`config.mk`:
```
export PLATFORM = sky130hd
export DESIGN_NAME = fault_supervisor
export DESIGN_NICKNAME = d
export VERILOG_FILES = /design/src/rtl/fault_supervisor.sv
export SDC_FILE = /design/constraint.sdc
export NUM_CORES = 1
export LEC_CHECK = 0
export ABC_AREA = 0
export BUFFER_PORTS_ARGS = -buffer_cell sky130_fd_sc_hd__buf_2
export CORE_ASPECT_RATIO = 0.9
export CORE_MARGIN = 3
export CORE_UTILIZATION = 50
export CTS_CLUSTER_DIAMETER = 40
export CTS_CLUSTER_SIZE = 14
export DETAILED_ROUTE_END_ITERATION = 10
export HOLD_SLACK_MARGIN = 0.1
export PLACE_DENSITY_LB_ADDON = 0.15
export SLEW_MARGIN = 30
export SYNTH_ARGS = -nofsm -noshare
export SYNTH_HDL_FRONTEND = slang
export SYNTH_SLANG_ARGS = --single-unit
```
`constraint.sdc`:
```
create_clock -name clk -period 3.1 [get_ports clk]
set_clock_uncertainty 0.2 [all_clocks]
set_input_delay 0.465 -clock clk [delete_from_list [all_inputs] [get_ports clk]]
set_output_delay 0.465 -clock clk [all_outputs]
set_load 0.01 [all_outputs]
```
`src/rtl/fault_supervisor.sv`:
```
module fault_supervisor #(
  parameter int DGL_CYC   = 11000,
  parameter int BLANK_CYC = 20000,
  parameter int BOOT_CYC  = 40
) (
  input  logic       clk,
  input  logic       rst_n,
  input  logic       ov_rise_i,
  input  logic       ov_fall_i,
  input  logic       uv_i,
  input  logic       oc_i,
  input  logic       ss_active_i,
  input  logic       ref_ramp_i,
  input  logic       ref_settled_i,
  input  logic       ot_i,
  input  logic [3:0] sts_clr_i,
  output logic       hs_en_o,
  output logic       ls_en_o,
  output logic       pgood_o,
  output logic [3:0] sts_o,
  output logic       soft_rst_req_o
);
  localparam int DW = $clog2(DGL_CYC + 1);
  localparam int BW = $clog2(BLANK_CYC + 1);
  localparam int RW = $clog2(BOOT_CYC + 1);

  typedef enum logic [1:0] {NORMAL, OVP_OFF, BOOT_RECHARGE, OTP_OFF} gstate_t;

  gstate_t        state;
  logic [DW-1:0]  ov_cnt, uv_cnt;
  logic [BW-1:0]  blank_cnt;
  logic [RW-1:0]  boot_cnt;
  logic           uv_flag, srst_q;
  logic [3:0]     sts_q;

  wire masked = ss_active_i | ref_ramp_i | ref_settled_i | (blank_cnt != '0);
  wire ov_q   = ov_rise_i & ~masked & (state == NORMAL);
  wire ov_hit = ov_q && (ov_cnt == DW'(DGL_CYC - 1));
  wire uv_q   = uv_i & ~masked & ~uv_flag;
  wire uv_hit = uv_q && (uv_cnt == DW'(DGL_CYC - 1));
  wire oc_q   = oc_i & ~masked;

  always_ff @(posedge clk or negedge rst_n) begin
    if (!rst_n) begin
      blank_cnt <= '0;
      ov_cnt    <= '0;
      uv_cnt    <= '0;
    end else begin
      if (ref_settled_i)        blank_cnt <= BW'(BLANK_CYC);
      else if (ref_ramp_i)      blank_cnt <= '0;
      else if (blank_cnt != '0) blank_cnt <= blank_cnt - 1'b1;
      ov_cnt <= (ov_q && !ov_hit) ? ov_cnt + 1'b1 : '0;
      uv_cnt <= (uv_q && !uv_hit) ? uv_cnt + 1'b1 : '0;
    end
  end

  always_ff @(posedge clk or negedge rst_n) begin
    if (!rst_n) begin
      state    <= NORMAL;
      boot_cnt <= '0;
      srst_q   <= 1'b0;
    end else begin
      srst_q <= (state == OTP_OFF) && !ot_i;
      if (ot_i) begin
        state <= OTP_OFF;
      end else if (state == OTP_OFF) begin
        state <= NORMAL;
      end else if (ss_active_i) begin
        state <= NORMAL;
      end else begin
        case (state)
          NORMAL:  if (ov_hit) state <= OVP_OFF;
          OVP_OFF: if (ov_fall_i) begin
                     state    <= BOOT_RECHARGE;
                     boot_cnt <= '0;
                   end
          BOOT_RECHARGE:
            if (boot_cnt == RW'(BOOT_CYC - 1)) state <= NORMAL;
            else boot_cnt <= boot_cnt + 1'b1;
          default: state <= NORMAL;
        endcase
      end
    end
  end

  always_ff @(posedge clk or negedge rst_n) begin
    if (!rst_n) begin
      uv_flag <= 1'b0;
      sts_q   <= '0;
    end else begin
      if (ss_active_i)  uv_flag <= 1'b0;
      else if (uv_hit)  uv_flag <= 1'b1;
      else if (!uv_i)   uv_flag <= 1'b0;
      sts_q <= (sts_q & ~sts_clr_i) | {ot_i, oc_q, uv_hit, ov_hit};
    end
  end

  assign hs_en_o        = (state == NORMAL) && !oc_q;
  assign ls_en_o        = (state == NORMAL) || (state == BOOT_RECHARGE);
  assign pgood_o        = !uv_flag && (state != OTP_OFF);
  assign sts_o          = sts_q;
  assign soft_rst_req_o = srst_q;
endmodule


```
==> Word level (Yosys, flattened, before mapping) <==
Index checks and enable logic that the tools add are counted.
Widths: inputs -> output; s select.
{ "totals": {"out_inout_bits": 8, "regBits": 57, "elab_cells": 78} }
{ "classes": {"add_sub_neg": 4, "n_bitwise": 16, "eq_ne": 13, "muxes": 18, "reduce_logical": 19} }
{ "op_table": {"columns": ["op", "count"], "rows": [
  ["$mux 15", 3],
  ["$add 14x1->14 const B", 2],
  ["$eq 14x14->1 const B", 2],
  ["$mux 14", 2],
  ["$ne 5x5->1 const B", 3],
  ["$reduce_bool 15->1", 1],
  ["$sub 15x1->15 const B", 1],
  ["$mux 2", 6],
  ["$mux 6", 2],
  ["$pmux 6 s2", 1],
  ["$logic_and 1x1->1", 7],
  ["$add 6x1->6 const B", 1],
  ["$eq 6x6->1 const B", 1],
  ["$ne 2x2->1 const B", 3],
  ["$pmux 2 s3", 1],
  ["$reduce_and 6->1", 1],
  ["$and 1x1->1", 5],
  ["$logic_not 1->1", 5],
  ["$not 1->1", 5],
  ["$and 4x4->4", 1],
  ["$eq 2x2->1 const B", 2],
  ["$not 4->4", 1],
  ["$or 4x4->4", 1],
  ["$mux 1", 3],
  ["8 further kinds", 10]
]} }

==> Depth between registers and ports, before layout <==
Gate-level depths: netlist of the first run.
{ "logic_depth": {"ltp_word": 12, "ltp_mapped": 8, "mapped_depth_nobuf": 6} }

==> Worst setup path after synthesis of the first run <==
No wires, ideal clock.
{ "synth_timing": {"path_kind": "flip-flop to output port", "startpoint": "register blank_cnt[0]", "endpoint": "output port hs_en_o", "required_ns": 2.435, "path_slack_ns": 0.656, "t_arrival_ns": 1.779, "path_stages_with_launch": 8, "path_cell_list": "dfrtp_1 inv_1 ha_1 or4b_4 nor4_4 buf_4 nand3_1 and2_1"} }
{ "synth_via": {"elab_chain_cells": 6} }
{ "synth_lines": {"columns": ["item", "line_no", "text"], "rows": [
  ["start, declared", "31", "logic [BW-1:0] blank_cnt;"],
  ["start signal, assigned", "49", "if (ref_settled_i) blank_cnt <= BW'(BLANK_CYC);"],
  ["start signal, assigned", "51", "else if (blank_cnt != '0) blank_cnt <= blank_cnt - 1'b1;"],
  ["$reduce_bool 15->1", "36", "wire masked = ss_active_i | ref_ramp_i | ref_settled_i | (blank_cnt != '0);"],
  ["$or 1x1->1", "36", null],
  ["$not 1->1", "41", "wire oc_q = oc_i & ~masked;"],
  ["$and 1x1->1", "41", null],
  ["$logic_not 1->1", "98", "assign hs_en_o = (state == NORMAL) && !oc_q;"],
  ["$logic_and 1x1->1", "98", null],
  ["end, declared", "17", "output logic hs_en_o,"]
]} }
No other way between the ends.

==> Final worst setup path of the first run <==
Same ends and word-level chain as after synthesis.

==> report_table.html, run 1 <==
<table>
<tr><th>Metric</th><th>Value</th></tr>
<tr><th colspan="2">Outcome</th></tr>
<tr><td>Run status</td><td>finished clean</td></tr>
<tr><th colspan="2">Power and ir drop</th></tr>
<tr><td>Fraction of power consumed by sequential logic</td><td>52.6%</td></tr>
<tr><td>Switching share of total power</td><td>27.48%</td></tr>
<tr><td>Combinational fraction of design power</td><td>10.7%</td></tr>
<tr><td>Max IR drop VDD</td><td>0.0002910 V</td></tr>
<tr><td>Pwr dens</td><td>473.4 nW/um^2</td></tr>
<tr><td>Internal power</td><td>1137 uW</td></tr>
<tr><td>Clock Power Share</td><td>36.6%</td></tr>
<tr><td>Standby leakage power</td><td>0.001352 uW</td></tr>
<tr><td>Switching pwr</td><td>430.9 uW</td></tr>
<tr><th colspan="2">STA</th></tr>
<tr><td>Total count of hold-check failures in the final report</td><td>0</td></tr>
<tr><td>Share of the clock period used by the worst path after layout</td><td>89.86%</td></tr>
<tr><td>RSZ-0062 raised after global routing</td><td>no</td></tr>
<tr><td>Post-layout minimum cycle time</td><td>2786 ps</td></tr>
<tr><td>Number of max-slew violations in the final report</td><td>0</td></tr>
<tr><td>Final setup margin</td><td>314.4 ps</td></tr>
<tr><td>Setup_tns</td><td>0 ps</td></tr>
<tr><td>Slew of the pin with the lowest slew margin</td><td>714.2 ps</td></tr>
<tr><td>Max frequency</td><td>359.0 MHz</td></tr>
<tr><td>Max-slew headroom</td><td>51.95%</td></tr>
<tr><td>Number of endpoints failing setup at the final stage</td><td>0</td></tr>
<tr><th colspan="2">Placement</th></tr>
<tr><td>Number of port buffers</td><td>21</td></tr>
<tr><td>Setup WS pre-CTS</td><td>653.8 ps</td></tr>
<tr><td>Sum of net half-perimeters after detailed placement</td><td>4012 um</td></tr>
<tr><td>Final GP Congestion</td><td>0.8277</td></tr>
<tr><td>Placed Cells</td><td>393</td></tr>
<tr><th colspan="2">Global route</th></tr>
<tr><td>Gr usage total</td><td>18.65%</td></tr>
<tr><td>Global route hottest layer</td><td>met2</td></tr>
<tr><td>Wire length of the first global-routing pass</td><td>10100 um</td></tr>
<tr><td>Number of antenna violations at the first check in global routing</td><td>0</td></tr>
<tr><td>GR Layer Usage met2</td><td>28.76%</td></tr>
<tr><td>Pin count of the biggest net entering global routing</td><td>30</td></tr>
<tr><td>Via count of the first global-routing pass</td><td>2257</td></tr>
<tr><td>Met1 usage</td><td>24.87%</td></tr>
<tr><td>Global-route met3 utilization</td><td>6.846%</td></tr>
<tr><td>Overflow left after global routing</td><td>0</td></tr>
<tr><th colspan="2">Layout</th></tr>
<tr><td>Utilization after layout</td><td>60.50%</td></tr>
<tr><td>Fraction of final layout cells with drive strength greater than 1</td><td>14.33%</td></tr>
<tr><td>Fin nets</td><td>357</td></tr>
<tr><td>P&amp;R area growth vs syn</td><td>12.11%</td></tr>
<tr><td>Number of fillers in the final layout</td><td>479</td></tr>
<tr><td>Non-filler instance count after layout</td><td>409</td></tr>
<tr><td>Antenna diode count</td><td>0</td></tr>
<tr><th colspan="2">Detailed routing</th></tr>
<tr><td>DRC</td><td>0</td></tr>
<tr><td>Vias per inst</td><td>5.579</td></tr>
<tr><td>Antenna viol nets, final</td><td>0</td></tr>
<tr><td>Drt initial violations</td><td>110</td></tr>
<tr><td>Final routed wirelength across all metal layers</td><td>5751 um</td></tr>
<tr><td>Via count</td><td>2282</td></tr>
<tr><td>DR pass1 iterations</td><td>4</td></tr>
<tr><td>Routed wire length per instance</td><td>14.06 um</td></tr>
<tr><th colspan="2">CTS</th></tr>
<tr><td>CTS buffer count</td><td>9</td></tr>
<tr><td>CTS sink count</td><td>57</td></tr>
<tr><td>Clock transition at the register clock pins on the worst setup and hold paths after CTS</td><td>60 ps</td></tr>
<tr><td>Number of H-tree levels</td><td>3</td></tr>
<tr><td>Root buf cell</td><td>clkbuf_8</td></tr>
<tr><td>Post-CTS sizing</td><td>0</td></tr>
<tr><td>Max Buffers Root-to-Sink</td><td>2</td></tr>
<tr><td>TritonCTS clock tree</td><td>built</td></tr>
<tr><td>Skew-Pair Late Insertion Delay</td><td>340 ps</td></tr>
<tr><th colspan="2">Floorplanning</th></tr>
<tr><td>Die Height</td><td>78.92 um</td></tr>
<tr><td>Number of primary I/O pins</td><td>22</td></tr>
<tr><td>Starting utilization of the core area</td><td>53.97%</td></tr>
<tr><td>Total die area</td><td>6868 um^2</td></tr>
<tr><td>Width of the chip</td><td>87.02 um</td></tr>
<tr><td>Core Box Area</td><td>5474 um^2</td></tr>
<tr><td>Total number of placement rows</td><td>25</td></tr>
<tr><th colspan="2">Worst hold path</th></tr>
<tr><td>WHS Path Cells</td><td>2</td></tr>
<tr><td>Min-delay worst type</td><td>in -&gt; reg</td></tr>
<tr><th colspan="2">Yosys</th></tr>
<tr><td>Number of enable flip-flop cells after synthesis</td><td>0</td></tr>
<tr><td>Average cell area after synthesis</td><td>9.654 um^2</td></tr>
<tr><td>Synth Instances</td><td>306</td></tr>
<tr><td>Most used flip-flop cell after synthesis</td><td>dfrtp_1</td></tr>
<tr><td>Sequential-to-total area share from yosys stat</td><td>48.28%</td></tr>
<tr><td>Asr flop ratio synth</td><td>100.0%</td></tr>
<tr><td>Synth Cell Area</td><td>2954 um^2</td></tr>
<tr><td>Unique masters post-synth</td><td>45</td></tr>
<tr><td>Flip-flop and latch count after synthesis</td><td>57</td></tr>
<tr><td>Yosys synthesis warning count</td><td>0</td></tr>
<tr><td>Post-synth net total</td><td>325</td></tr>
<tr><th colspan="2">Critical path</th></tr>
<tr><td>CP arrival</td><td>2120 ps</td></tr>
<tr><td>Largest fanout of any net on the critical path</td><td>3</td></tr>
<tr><td>Critical Path RT</td><td>2430 ps</td></tr>
<tr><td>Worst setup SP type</td><td>flip-flop</td></tr>
<tr><td>Nature of the critical path endpoint</td><td>output port</td></tr>
<tr><td>Depth of the worst register-to-register path</td><td>8</td></tr>
<tr><td>Startpoint-to-endpoint class of the critical path</td><td>reg -&gt; out</td></tr>
<tr><th colspan="2">Job</th></tr>
<tr><td># Max-Cap Violations</td><td>0</td></tr>
</table>
==> cell usage after synthesis (2+ instances only) <==
cell | number | area share [%]
dfrtp_1 | 57 | 48
nor2_1 | 46 | 5.8
xnor2_1 | 25 | 7.4
inv_1 | 17 | 2.2
nand3_1 | 17 | 2.9
nand2_1 | 16 | 2.0
nor3_1 | 13 | 2.2
a21oi_1 | 12 | 2.0
nor4_1 | 11 | 2.3
o21ai_0 | 11 | 1.9
or3_1 | 9 | 1.9
nand4_1 | 8 | 1.7
ha_1 | 5 | 2.1
a21o_1 | 4 | 1.0
nand3b_1 | 4 | 1.0
or4bb_1 | 4 | 1.5
clkbuf_1 | 3 | 0.38
nand4b_1 | 3 | 0.89
o2bb2ai_1 | 3 | 0.89
or4_1 | 3 | 0.76
a31oi_1 | 2 | 0.42
and2_1 | 2 | 0.42
buf_6 | 2 | 0.76
mux2i_1 | 2 | 0.68
nand2b_1 | 2 | 0.42
nor2b_1 | 2 | 0.42
o211ai_1 | 2 | 0.51
o41ai_1 | 2 | 0.59
or4_4 | 2 | 0.76
xor2_1 | 2 | 0.59
==> per-layer routing <==
layer | wire length (um) | part of all wire, % | vias up
met1 | 2826 | 49 | 1082
met3 | 267 | 4.6 | 5
met2 | 2609 | 45 | 34
met5 | 0 | 0 | -
li1 | - | - | 1161
met4 | 48 | 0.83 | 0
==> cell families (layout without fill, tap and decap cells) <==
logic type                 after synthesis  after routing  share of synthesized area (%)
adders and majority gates                5              5                          2.118
muxes                                    2              2                         0.6777
DFF                                     57             57                          48.28
buffers and inverters                   24             60                          3.727
and+or+nand+nor                        148            148                          27.91
AOI/OAI and AO/OA                       43             43                          9.276
xor gates and xnor gates                27             27                          8.005
==> power groups by stage <==
stage	combinational (uW)	sequential, uW	clock (uW)
after global placement	165	837	0
after CTS	170	825	594
final	168	825	574
after global routing	193	831	630
after detailed placement	168	838	0
after floorplan	116	826	0
==> state kept, by name (all words and copies together) (netlist names) <==
name	count
soft_rst_req_o	1
blank_cnt	15
sts_o	4
uv_flag	1
uv_cnt	14
state	2
boot_cnt	6
ov_cnt	14
==> worst max-delay path, stage by stage (launching register included) <==
cell and delay (ps):
dfrtp_1 400, inv_1 120, ha_1 150, or4b_4 480
nor4_4 230, nand3_1 120, and2_1 150, buf_2 130
==> through the flow <==
step | power [uW] | area, um^2 | hold WS [ps]
after global placement | 1002 | 3142 | 252.7
after global routing | 1654 | 3312 | 122.8
final | 1568 | 3312 | 116.9
after detailed placement | 1007 | 3142 | 276.7
after floorplan | 942.2 | 2954 | -30.59
after CTS | 1589 | 3312 | 104.4
==> worst paths after layout <==
check	start	endpoint	slack, ps
max	blank_cnt[0]$_DFFE_PN0P_	hs_en_o	310
min	sts_clr_i[0]	sts_o[0]$_DFF_PN0_	120
max reg2reg	blank_cnt[0]$_DFFE_PN0P_	ov_cnt[5]$_DFF_PN0_	740
min reg2reg	sts_o[3]$_DFF_PN0_	sts_o[3]$_DFF_PN0_	280
max in group asynchronous	rst_n	blank_cnt[2]$_DFFE_PN0P_	1930
min in group asynchronous	rst_n	boot_cnt[3]$_DFFE_PN0P_	460
==> area by class of cell <==
class	count	area, um^2	share of cell area, %
Sequential cell	57	1426	43.07
Multi-Input combinational cell	225	1418	42.80
Timing Repair Buffer	28	160.2	4.836
Clock buffer	9	123.9	3.740
Tap cell	67	83.83	2.531
Inverter	17	63.81	1.927
Clock inverter	6	36.28	1.096
==> placed cells by master, fill, tap and decap left out, types with 12 or more instances in the layout <==
master and instances:
nor3_1 13, xnor2_1 25, nor2_1 46, nand3_1 17
a21oi_1 12, inv_1 17, buf_2 21, dfrtp_1 57
nand2_1 16
==> what timing repair did <==
action                                 CTS  global route
hold buffers                             1             0
endpoints found under the hold margin   57             0
setup buffers                            0             0
(Power assumes the default switching activity.)
==> run 2: changes to the inputs <==
--- a/config.mk
+++ b/config.mk
@@ -7,9 +7,11 @@
 export LEC_CHECK = 0
 export ABC_AREA = 0
 export BUFFER_PORTS_ARGS = -buffer_cell sky130_fd_sc_hd__buf_2
+export CELL_PAD_IN_SITES_DETAIL_PLACEMENT = 0
+export CELL_PAD_IN_SITES_GLOBAL_PLACEMENT = 1
 export CORE_ASPECT_RATIO = 0.9
 export CORE_MARGIN = 3
-export CORE_UTILIZATION = 50
+export CORE_UTILIZATION = 47
 export CTS_CLUSTER_DIAMETER = 40
 export CTS_CLUSTER_SIZE = 14
 export DETAILED_ROUTE_END_ITERATION = 10
==> run 2 against run 1 <==
Effect of this change:
- sequential power about the same
- register-to-register slack got worse by 40 ps
- utilization decreased by 2.3 points
- clock power increased by 40%
- sequential cell count unchanged
- count of clock-buffer cells in the layout increased by 4
- critical path depth unchanged
- global-route usage increased by 1.1 points
- non-clock buffer count increased by 2
- final cell count increased by 4.6%
- highest routed layer unchanged
==> report_table.html, run 2 (same netlist as run 1, synthesis figures left out) <==
<table>
<tr><th>Metric</th><th>Value</th></tr>
<tr><th colspan="2">Global route</th></tr>
<tr><td>Via count of the first global-routing pass</td><td>2342</td></tr>
<tr><td>Overflow left after global routing</td><td>0</td></tr>
<tr><td>Number of antenna violations at the first check in global routing</td><td>0</td></tr>
<tr><td>Pin count of the biggest net entering global routing</td><td>58</td></tr>
<tr><td>Wire length of the first global-routing pass</td><td>10900 um</td></tr>
<tr><td>Gr usage total</td><td>19.80%</td></tr>
<tr><th colspan="2">CTS</th></tr>
<tr><td>TritonCTS clock tree</td><td>built</td></tr>
<tr><td>CTS buffer count</td><td>9</td></tr>
<tr><td>Clock transition at the register clock pins on the worst setup and hold paths after CTS</td><td>60 ps</td></tr>
<tr><td>CTS sink count</td><td>57</td></tr>
<tr><td>Root buf cell</td><td>clkbuf_8</td></tr>
<tr><td>Setup Buffers After CTS</td><td>0</td></tr>
<tr><td>Number of H-tree levels</td><td>3</td></tr>
<tr><td>Max Buffers Root-to-Sink</td><td>2</td></tr>
<tr><td>Skew-Pair Late Insertion Delay</td><td>340 ps</td></tr>
<tr><td>Post-CTS sizing</td><td>0</td></tr>
<tr><th colspan="2">Critical path</th></tr>
<tr><td>Worst stage delay on the critical path</td><td>480 ps</td></tr>
<tr><td>Nature of the critical path endpoint</td><td>output port</td></tr>
<tr><td>Startpoint-to-endpoint class of the critical path</td><td>reg -&gt; out</td></tr>
<tr><td>Worst setup SP type</td><td>flip-flop</td></tr>
<tr><td>CP arrival</td><td>2110 ps</td></tr>
<tr><td>Endpoint of the lowest-slack register-to-register path</td><td>ov_cnt[9]$_DFF_PN0_</td></tr>
<tr><td>Critical path cell sequence</td><td>inv_1, ha_1, or4b_4, nor4_4, nand3_1, and2_1, buf_2</td></tr>
<tr><td>Depth of the worst register-to-register path</td><td>8</td></tr>
<tr><td>Source of the worst register-to-register timing path</td><td>blank_cnt[0]$_DFFE_PN0P_</td></tr>
<tr><td>Register-to-register setup slack</td><td>700 ps</td></tr>
<tr><td>Largest fanout of any net on the critical path</td><td>3</td></tr>
<tr><td>Crit path launch</td><td>blank_cnt[0]$_DFFE_PN0P_</td></tr>
<tr><td>Standard cell with the maximum stage delay on the critical path</td><td>or4b_4</td></tr>
<tr><td>Critical Path RT</td><td>2430 ps</td></tr>
<tr><th colspan="2">STA</th></tr>
<tr><td>Total count of hold-check failures in the final report</td><td>0</td></tr>
<tr><td>Setup_tns</td><td>0 ps</td></tr>
<tr><td>Worst hold-check slack</td><td>180.9 ps</td></tr>
<tr><td>Post-layout minimum cycle time</td><td>2770 ps</td></tr>
<tr><td>Slew of the pin with the lowest slew margin</td><td>760.8 ps</td></tr>
<tr><td>Max-slew headroom</td><td>48.81%</td></tr>
<tr><td>Share of the clock period used by the worst path after layout</td><td>89.36%</td></tr>
<tr><td>Number of endpoints failing setup at the final stage</td><td>0</td></tr>
<tr><td>Max frequency</td><td>361.0 MHz</td></tr>
<tr><td>RSZ-0062 raised after global routing</td><td>no</td></tr>
<tr><td>Number of max-slew violations in the final report</td><td>0</td></tr>
<tr><th colspan="2">Layout</th></tr>
<tr><td>Finished layout cell area</td><td>3425 um^2</td></tr>
<tr><td>Utilization after layout</td><td>58.16%</td></tr>
<tr><td>Most frequent cells in the layout</td><td>57 x dfrtp_1, 46 x nor2_1, 25 x xnor2_1, 21 x buf_2</td></tr>
<tr><td>Fraction of final layout cells with drive strength greater than 1</td><td>13.66%</td></tr>
<tr><td>Antenna diode count</td><td>0</td></tr>
<tr><td>P&amp;R area growth vs syn</td><td>15.93%</td></tr>
<tr><td>Fin nets</td><td>359</td></tr>
<tr><td>Most flop-heavy register</td><td>blank_cnt</td></tr>
<tr><td>Top Registers</td><td>blank_cnt (15), ov_cnt (14), uv_cnt (14)</td></tr>
<tr><td>Largest register FFs</td><td>15</td></tr>
<tr><td>Most frequent standard cell in the layout excluding fill and tap cells</td><td>dfrtp_1</td></tr>
<tr><th colspan="2">Placement</th></tr>
<tr><td>Final GP Congestion</td><td>0.7928</td></tr>
<tr><td>Placement-stage cell area</td><td>3156 um^2</td></tr>
<tr><td>Sum of net half-perimeters after detailed placement</td><td>4136 um</td></tr>
<tr><td>Number of port buffers</td><td>21</td></tr>
<tr><th colspan="2">Floorplanning</th></tr>
<tr><td>Total number of placement rows</td><td>26</td></tr>
<tr><td>Number of primary I/O pins</td><td>22</td></tr>
<tr><td>Die Height</td><td>81.21 um</td></tr>
<tr><td>Width of the chip</td><td>89.57 um</td></tr>
<tr><td>Starting utilization of the core area</td><td>50.17%</td></tr>
<tr><td>Total die area</td><td>7274 um^2</td></tr>
<tr><td>Core Box Area</td><td>5888 um^2</td></tr>
<tr><th colspan="2">Power and ir drop</th></tr>
<tr><td>Standby leakage power</td><td>0.001391 uW</td></tr>
<tr><td>Max IR drop VDD</td><td>0.0002892 V</td></tr>
<tr><td>Pwr dens</td><td>526.9 nW/um^2</td></tr>
<tr><td>Design Power</td><td>1804 uW</td></tr>
<tr><th colspan="2">Worst hold path</th></tr>
<tr><td>Hold EP</td><td>sts_o[2]$_DFF_PN0_</td></tr>
<tr><td>Hold path start</td><td>oc_i</td></tr>
<tr><td>Min-delay worst type</td><td>in -&gt; reg</td></tr>
<tr><td>WHS Path Cells</td><td>3</td></tr>
<tr><th colspan="2">Detailed routing</th></tr>
<tr><td>DR pass1 iterations</td><td>4</td></tr>
<tr><td>Routed wire length per instance</td><td>14.34 um</td></tr>
<tr><td>Antenna viol nets, final</td><td>0</td></tr>
<tr><td>Final routed wirelength across all metal layers</td><td>6137 um</td></tr>
<tr><td>Via count</td><td>2332</td></tr>
<tr><td>DRC</td><td>0</td></tr>
<tr><td>Vias per inst</td><td>5.449</td></tr>
<tr><td>Drt initial violations</td><td>113</td></tr>
<tr><th colspan="2">Outcome</th></tr>
<tr><td>Run status</td><td>finished clean</td></tr>
<tr><th colspan="2">Job</th></tr>
<tr><td># Max-Cap Violations</td><td>0</td></tr>
</table>
==> run 2: cell types whose count changed in the layout (fill, tap and decap cells not counted), sizes merged <==
cell	change
bufinv	+2
dlygate4sd3	+3
clkinv	-5
buf	-1
clkbuf	+4
clkinvlp	-1
==> run 2: worst max path at each step <==
stage                     endpoint
final                      hs_en_o
after global routing       hs_en_o
after CTS                  hs_en_o
after detailed placement   hs_en_o
after global placement     hs_en_o
after floorplan            hs_en_o
==> run 2: what timing repair did <==
item	4_1_cts	5_1_grt
endpoints found under the setup margin	0	0
endpoints found under the hold margin	48	0
hold buffers	4	0
==> run 2: area by class of cell <==
class,count,area (um^2)
multi-input combinational,225,1418
sequential,57,1426
timing repair buffer,30,182.7
clock inverter,2,60.06
clock buffer,13,168.9
inverter,17,63.81
fill,521,2464
tap,84,105.1
==> run 2: critical path: cells and delay by family, from the launching register on <==
family	cells	cell delay [ps]
flops	1	380
buf+inv	2	240
simple gates	4	1010
fa+ha+maj	1	140
==> run 2: routing by layer <==
metal  GRT usage (%)  up-vias  part of all wire (%)
met3           8.621        6                   3.8
met5               0        -                     0
li1                -     1160                     -
met4           7.440        0                  0.93
met1           25.19     1124                    48
met2           29.68       42                    47
==> run 2: power breakdown <==
part	switching, uW	internal (uW)	total (uW)	leakage, uW
Sequential	46.6	782	828	0.000753
Combinational	93.9	76.5	170	0.000522
Clock	291	515	806	0.000116
Total	431	1370	1800	0.00139
==> run 2: metrics by stage <==
stage | cells | setup slack (ps)
2_1_floorplan | 306 | 656.4
3_3_place_gp | 409 | 689.4
3_5_place_dp | 409 | 660.3
4_1_cts | 428 | 292.1
5_1_grt | 428 | 128.9
6_report | 428 | 329.8
==> run 3: changes to the inputs <==
--- a/config.mk
+++ b/config.mk
@@ -16,7 +16,8 @@
 export CTS_CLUSTER_SIZE = 14
 export DETAILED_ROUTE_END_ITERATION = 10
 export HOLD_SLACK_MARGIN = 0.1
-export PLACE_DENSITY_LB_ADDON = 0.15
+export MAX_ROUTING_LAYER = met4
+export PLACE_DENSITY = 0.92
 export SLEW_MARGIN = 30
 export SYNTH_ARGS = -nofsm -noshare
 export SYNTH_HDL_FRONTEND = slang
==> run 3 against run 2 <==
Effect of this change:
- via count shrank 1.1%
- power fell by 7.2%
- worst setup slack got worse by 63 ps
- critical endpoint unchanged
==> report_table.html, run 3 (same netlist as run 1, synthesis figures left out) <==
<table>
<tr><th>Metric</th><th>Value</th></tr>
<tr><th colspan="2">CTS</th></tr>
<tr><td>Clock transition at the register clock pins on the worst setup and hold paths after CTS</td><td>60 ps</td></tr>
<tr><td>TritonCTS clock tree</td><td>built</td></tr>
<tr><td>Number of H-tree levels</td><td>3</td></tr>
<tr><td>Root buf cell</td><td>clkbuf_8</td></tr>
<tr><td>CTS buffer count</td><td>9</td></tr>
<tr><td>Hold-fix buffers, CTS</td><td>4</td></tr>
<tr><td>CTS sink count</td><td>57</td></tr>
<tr><td>Skew-Pair Late Insertion Delay</td><td>340 ps</td></tr>
<tr><td>Max Buffers Root-to-Sink</td><td>2</td></tr>
<tr><td>Setup Buffers After CTS</td><td>0</td></tr>
<tr><td>Post-CTS sizing</td><td>0</td></tr>
<tr><th colspan="2">Layout</th></tr>
<tr><td>Largest register FFs</td><td>15</td></tr>
<tr><td>Antenna diode count</td><td>0</td></tr>
<tr><td>Fraction of final layout cells with drive strength greater than 1</td><td>13.58%</td></tr>
<tr><td>Utilization after layout</td><td>57.61%</td></tr>
<tr><td>Non-filler instance count after layout</td><td>430</td></tr>
<tr><td>Fin nets</td><td>360</td></tr>
<tr><td>Most flop-heavy register</td><td>blank_cnt</td></tr>
<tr><td>Top Registers</td><td>blank_cnt (15), ov_cnt (14), uv_cnt (14)</td></tr>
<tr><td>Most frequent cells in the layout</td><td>57 x dfrtp_1, 46 x nor2_1, 25 x xnor2_1, 21 x buf_2</td></tr>
<tr><td>P&amp;R area growth vs syn</td><td>14.82%</td></tr>
<tr><td>Most frequent standard cell in the layout excluding fill and tap cells</td><td>dfrtp_1</td></tr>
<tr><th colspan="2">STA</th></tr>
<tr><td>Total count of hold-check failures in the final report</td><td>0</td></tr>
<tr><td>RSZ-0062 raised after global routing</td><td>no</td></tr>
<tr><td>Setup_tns</td><td>0 ps</td></tr>
<tr><td>Max frequency</td><td>352.9 MHz</td></tr>
<tr><td>Max-slew headroom</td><td>54.58%</td></tr>
<tr><td>Number of endpoints failing setup at the final stage</td><td>0</td></tr>
<tr><td>Slew of the pin with the lowest slew margin</td><td>675.1 ps</td></tr>
<tr><td>Number of max-slew violations in the final report</td><td>0</td></tr>
<tr><td>Post-layout minimum cycle time</td><td>2834 ps</td></tr>
<tr><td>Worst hold-check slack</td><td>189.0 ps</td></tr>
<tr><td>Share of the clock period used by the worst path after layout</td><td>91.41%</td></tr>
<tr><th colspan="2">Outcome</th></tr>
<tr><td>Run status</td><td>finished clean</td></tr>
<tr><th colspan="2">Detailed routing</th></tr>
<tr><td>Routed wire length on met2</td><td>2548 um</td></tr>
<tr><td>Wire length on met3</td><td>243 um</td></tr>
<tr><td>Via count</td><td>2307</td></tr>
<tr><td>Drt initial violations</td><td>100</td></tr>
<tr><td>DR pass1 iterations</td><td>4</td></tr>
<tr><td>Vias per inst</td><td>5.365</td></tr>
<tr><td>Final routed wirelength across all metal layers</td><td>5831 um</td></tr>
<tr><td>Antenna viol nets, final</td><td>0</td></tr>
<tr><td>Routed wire length per instance</td><td>13.56 um</td></tr>
<tr><td>DRC</td><td>0</td></tr>
<tr><td>Met1 wire length</td><td>2929 um</td></tr>
<tr><td>Top layer reached by signal wires</td><td>met4</td></tr>
<tr><th colspan="2">Critical path</th></tr>
<tr><td>Worst setup SP type</td><td>flip-flop</td></tr>
<tr><td>Buf+Inv Stages, Crit Path</td><td>2</td></tr>
<tr><td>Cell family contributing the most delay on the critical path</td><td>simple AND/OR/NAND/NOR gates</td></tr>
<tr><td>Startpoint-to-endpoint class of the critical path</td><td>reg -&gt; out</td></tr>
<tr><td>Nature of the critical path endpoint</td><td>output port</td></tr>
<tr><td>CP arrival</td><td>2170 ps</td></tr>
<tr><td>Worst stage delay on the critical path</td><td>480 ps</td></tr>
<tr><td>Largest fanout of any net on the critical path</td><td>3</td></tr>
<tr><td>Critical Path RT</td><td>2430 ps</td></tr>
<tr><td>Standard cell with the maximum stage delay on the critical path</td><td>or4b_4</td></tr>
<tr><td>Critical path cell sequence</td><td>inv_1, ha_1, or4b_4, nor4_4, nand3_1, and2_1, buf_2</td></tr>
<tr><th colspan="2">Power and ir drop</th></tr>
<tr><td>Pwr dens</td><td>493.5 nW/um^2</td></tr>
<tr><td>Design Power</td><td>1674 uW</td></tr>
<tr><td>Standby leakage power</td><td>0.001378 uW</td></tr>
<tr><td>Max IR drop VDD</td><td>0.0003174 V</td></tr>
<tr><th colspan="2">Placement</th></tr>
<tr><td>Sum of net half-perimeters after detailed placement</td><td>4065 um</td></tr>
<tr><td>Final GP Congestion</td><td>0.8111</td></tr>
<tr><td>Number of port buffers</td><td>21</td></tr>
<tr><td>Placed Cells</td><td>410</td></tr>
<tr><th colspan="2">Global route</th></tr>
<tr><td>Number of antenna violations at the first check in global routing</td><td>0</td></tr>
<tr><td>Via count of the first global-routing pass</td><td>2216</td></tr>
<tr><td>Gr usage total</td><td>18.64%</td></tr>
<tr><td>Wire length of the first global-routing pass</td><td>10120 um</td></tr>
<tr><td>Pin count of the biggest net entering global routing</td><td>30</td></tr>
<tr><td>Overflow left after global routing</td><td>0</td></tr>
<tr><th colspan="2">Floorplanning</th></tr>
<tr><td>Core Box Area</td><td>5888 um^2</td></tr>
<tr><td>Total die area</td><td>7274 um^2</td></tr>
<tr><td>Die Height</td><td>81.21 um</td></tr>
<tr><td>Number of primary I/O pins</td><td>22</td></tr>
<tr><td>Width of the chip</td><td>89.57 um</td></tr>
<tr><td>Total number of placement rows</td><td>26</td></tr>
<tr><td>Starting utilization of the core area</td><td>50.17%</td></tr>
<tr><th colspan="2">Worst hold path</th></tr>
<tr><td>Min-delay worst type</td><td>in -&gt; reg</td></tr>
<tr><th colspan="2">Job</th></tr>
<tr><td># Max-Cap Violations</td><td>0</td></tr>
</table>
## run 3: changes by cell type in the layout (fill, tap and decap cells not counted)
| cell | delta |
|---|---|
| buf_4 | +1 |
| bufinv_16 | -1 |
| clkbuf_1 | +2 |
| clkbuf_8 | -2 |
| clkinv_2 | +2 |
## run 3: power by group
| group | switching [uW] | total (uW) | internal [uW] |
|---|---|---|---|
| Clock | 284 | 675 | 391 |
| Sequential | 45.4 | 827 | 782 |
| Combinational | 94.1 | 172 | 77.6 |
| Total | 423 | 1670 | 1250 |
## run 3: metrics by stage
step	worst slack [ps]	instance area [um^2]
2_1_floorplan	656.4	2954
3_3_place_gp	704.0	3163
3_5_place_dp	639.3	3163
4_1_cts	258.7	3392
5_1_grt	178.5	3392
6_report	266.4	3392
## run 3: tightest hold or removal path: cells and delay by family
kind	cells	cell delay, ps
AOI/OAI and AO/OA	1	100
buffers and inverters	2	140
## run 3: path summary, 6_finish.rpt
kind,from,to,slack (ps),depth (start not counted)
min in group asynchronous,rst_n,boot_cnt[0]$_DFFE_PN0P_,460,3
worst min register to register,sts_o[3]$_DFF_PN0_,sts_o[3]$_DFF_PN0_,280,1
max in group asynchronous,rst_n,uv_cnt[10]$_DFF_PN0_,1950,3
worst max-delay path,blank_cnt[0]$_DFFE_PN0P_,hs_en_o,270,7
worst min-delay path,sts_clr_i[3],sts_o[3]$_DFF_PN0_,190,3
worst max register to register,blank_cnt[0]$_DFFE_PN0P_,ov_cnt[5]$_DFF_PN0_,710,8
## run 3: layout make-up
cell class,instances,area (um^2)
Sequential cell,57,1426
Fill cell,521,2496
Inverter,17,63.81
Tap cell,84,105.1
Multi-Input combinational cell,225,1418
Timing Repair Buffer,31,190.2
Clock inverter,3,40.04
Clock buffer,13,148.9
## run 3: per-layer routing
metal	vias up	global-route usage (%)
li1	1162	-
met1	1094	23.99
met2	38	26.97
met3	13	6.288
met4	0	7.292
met5	-	-
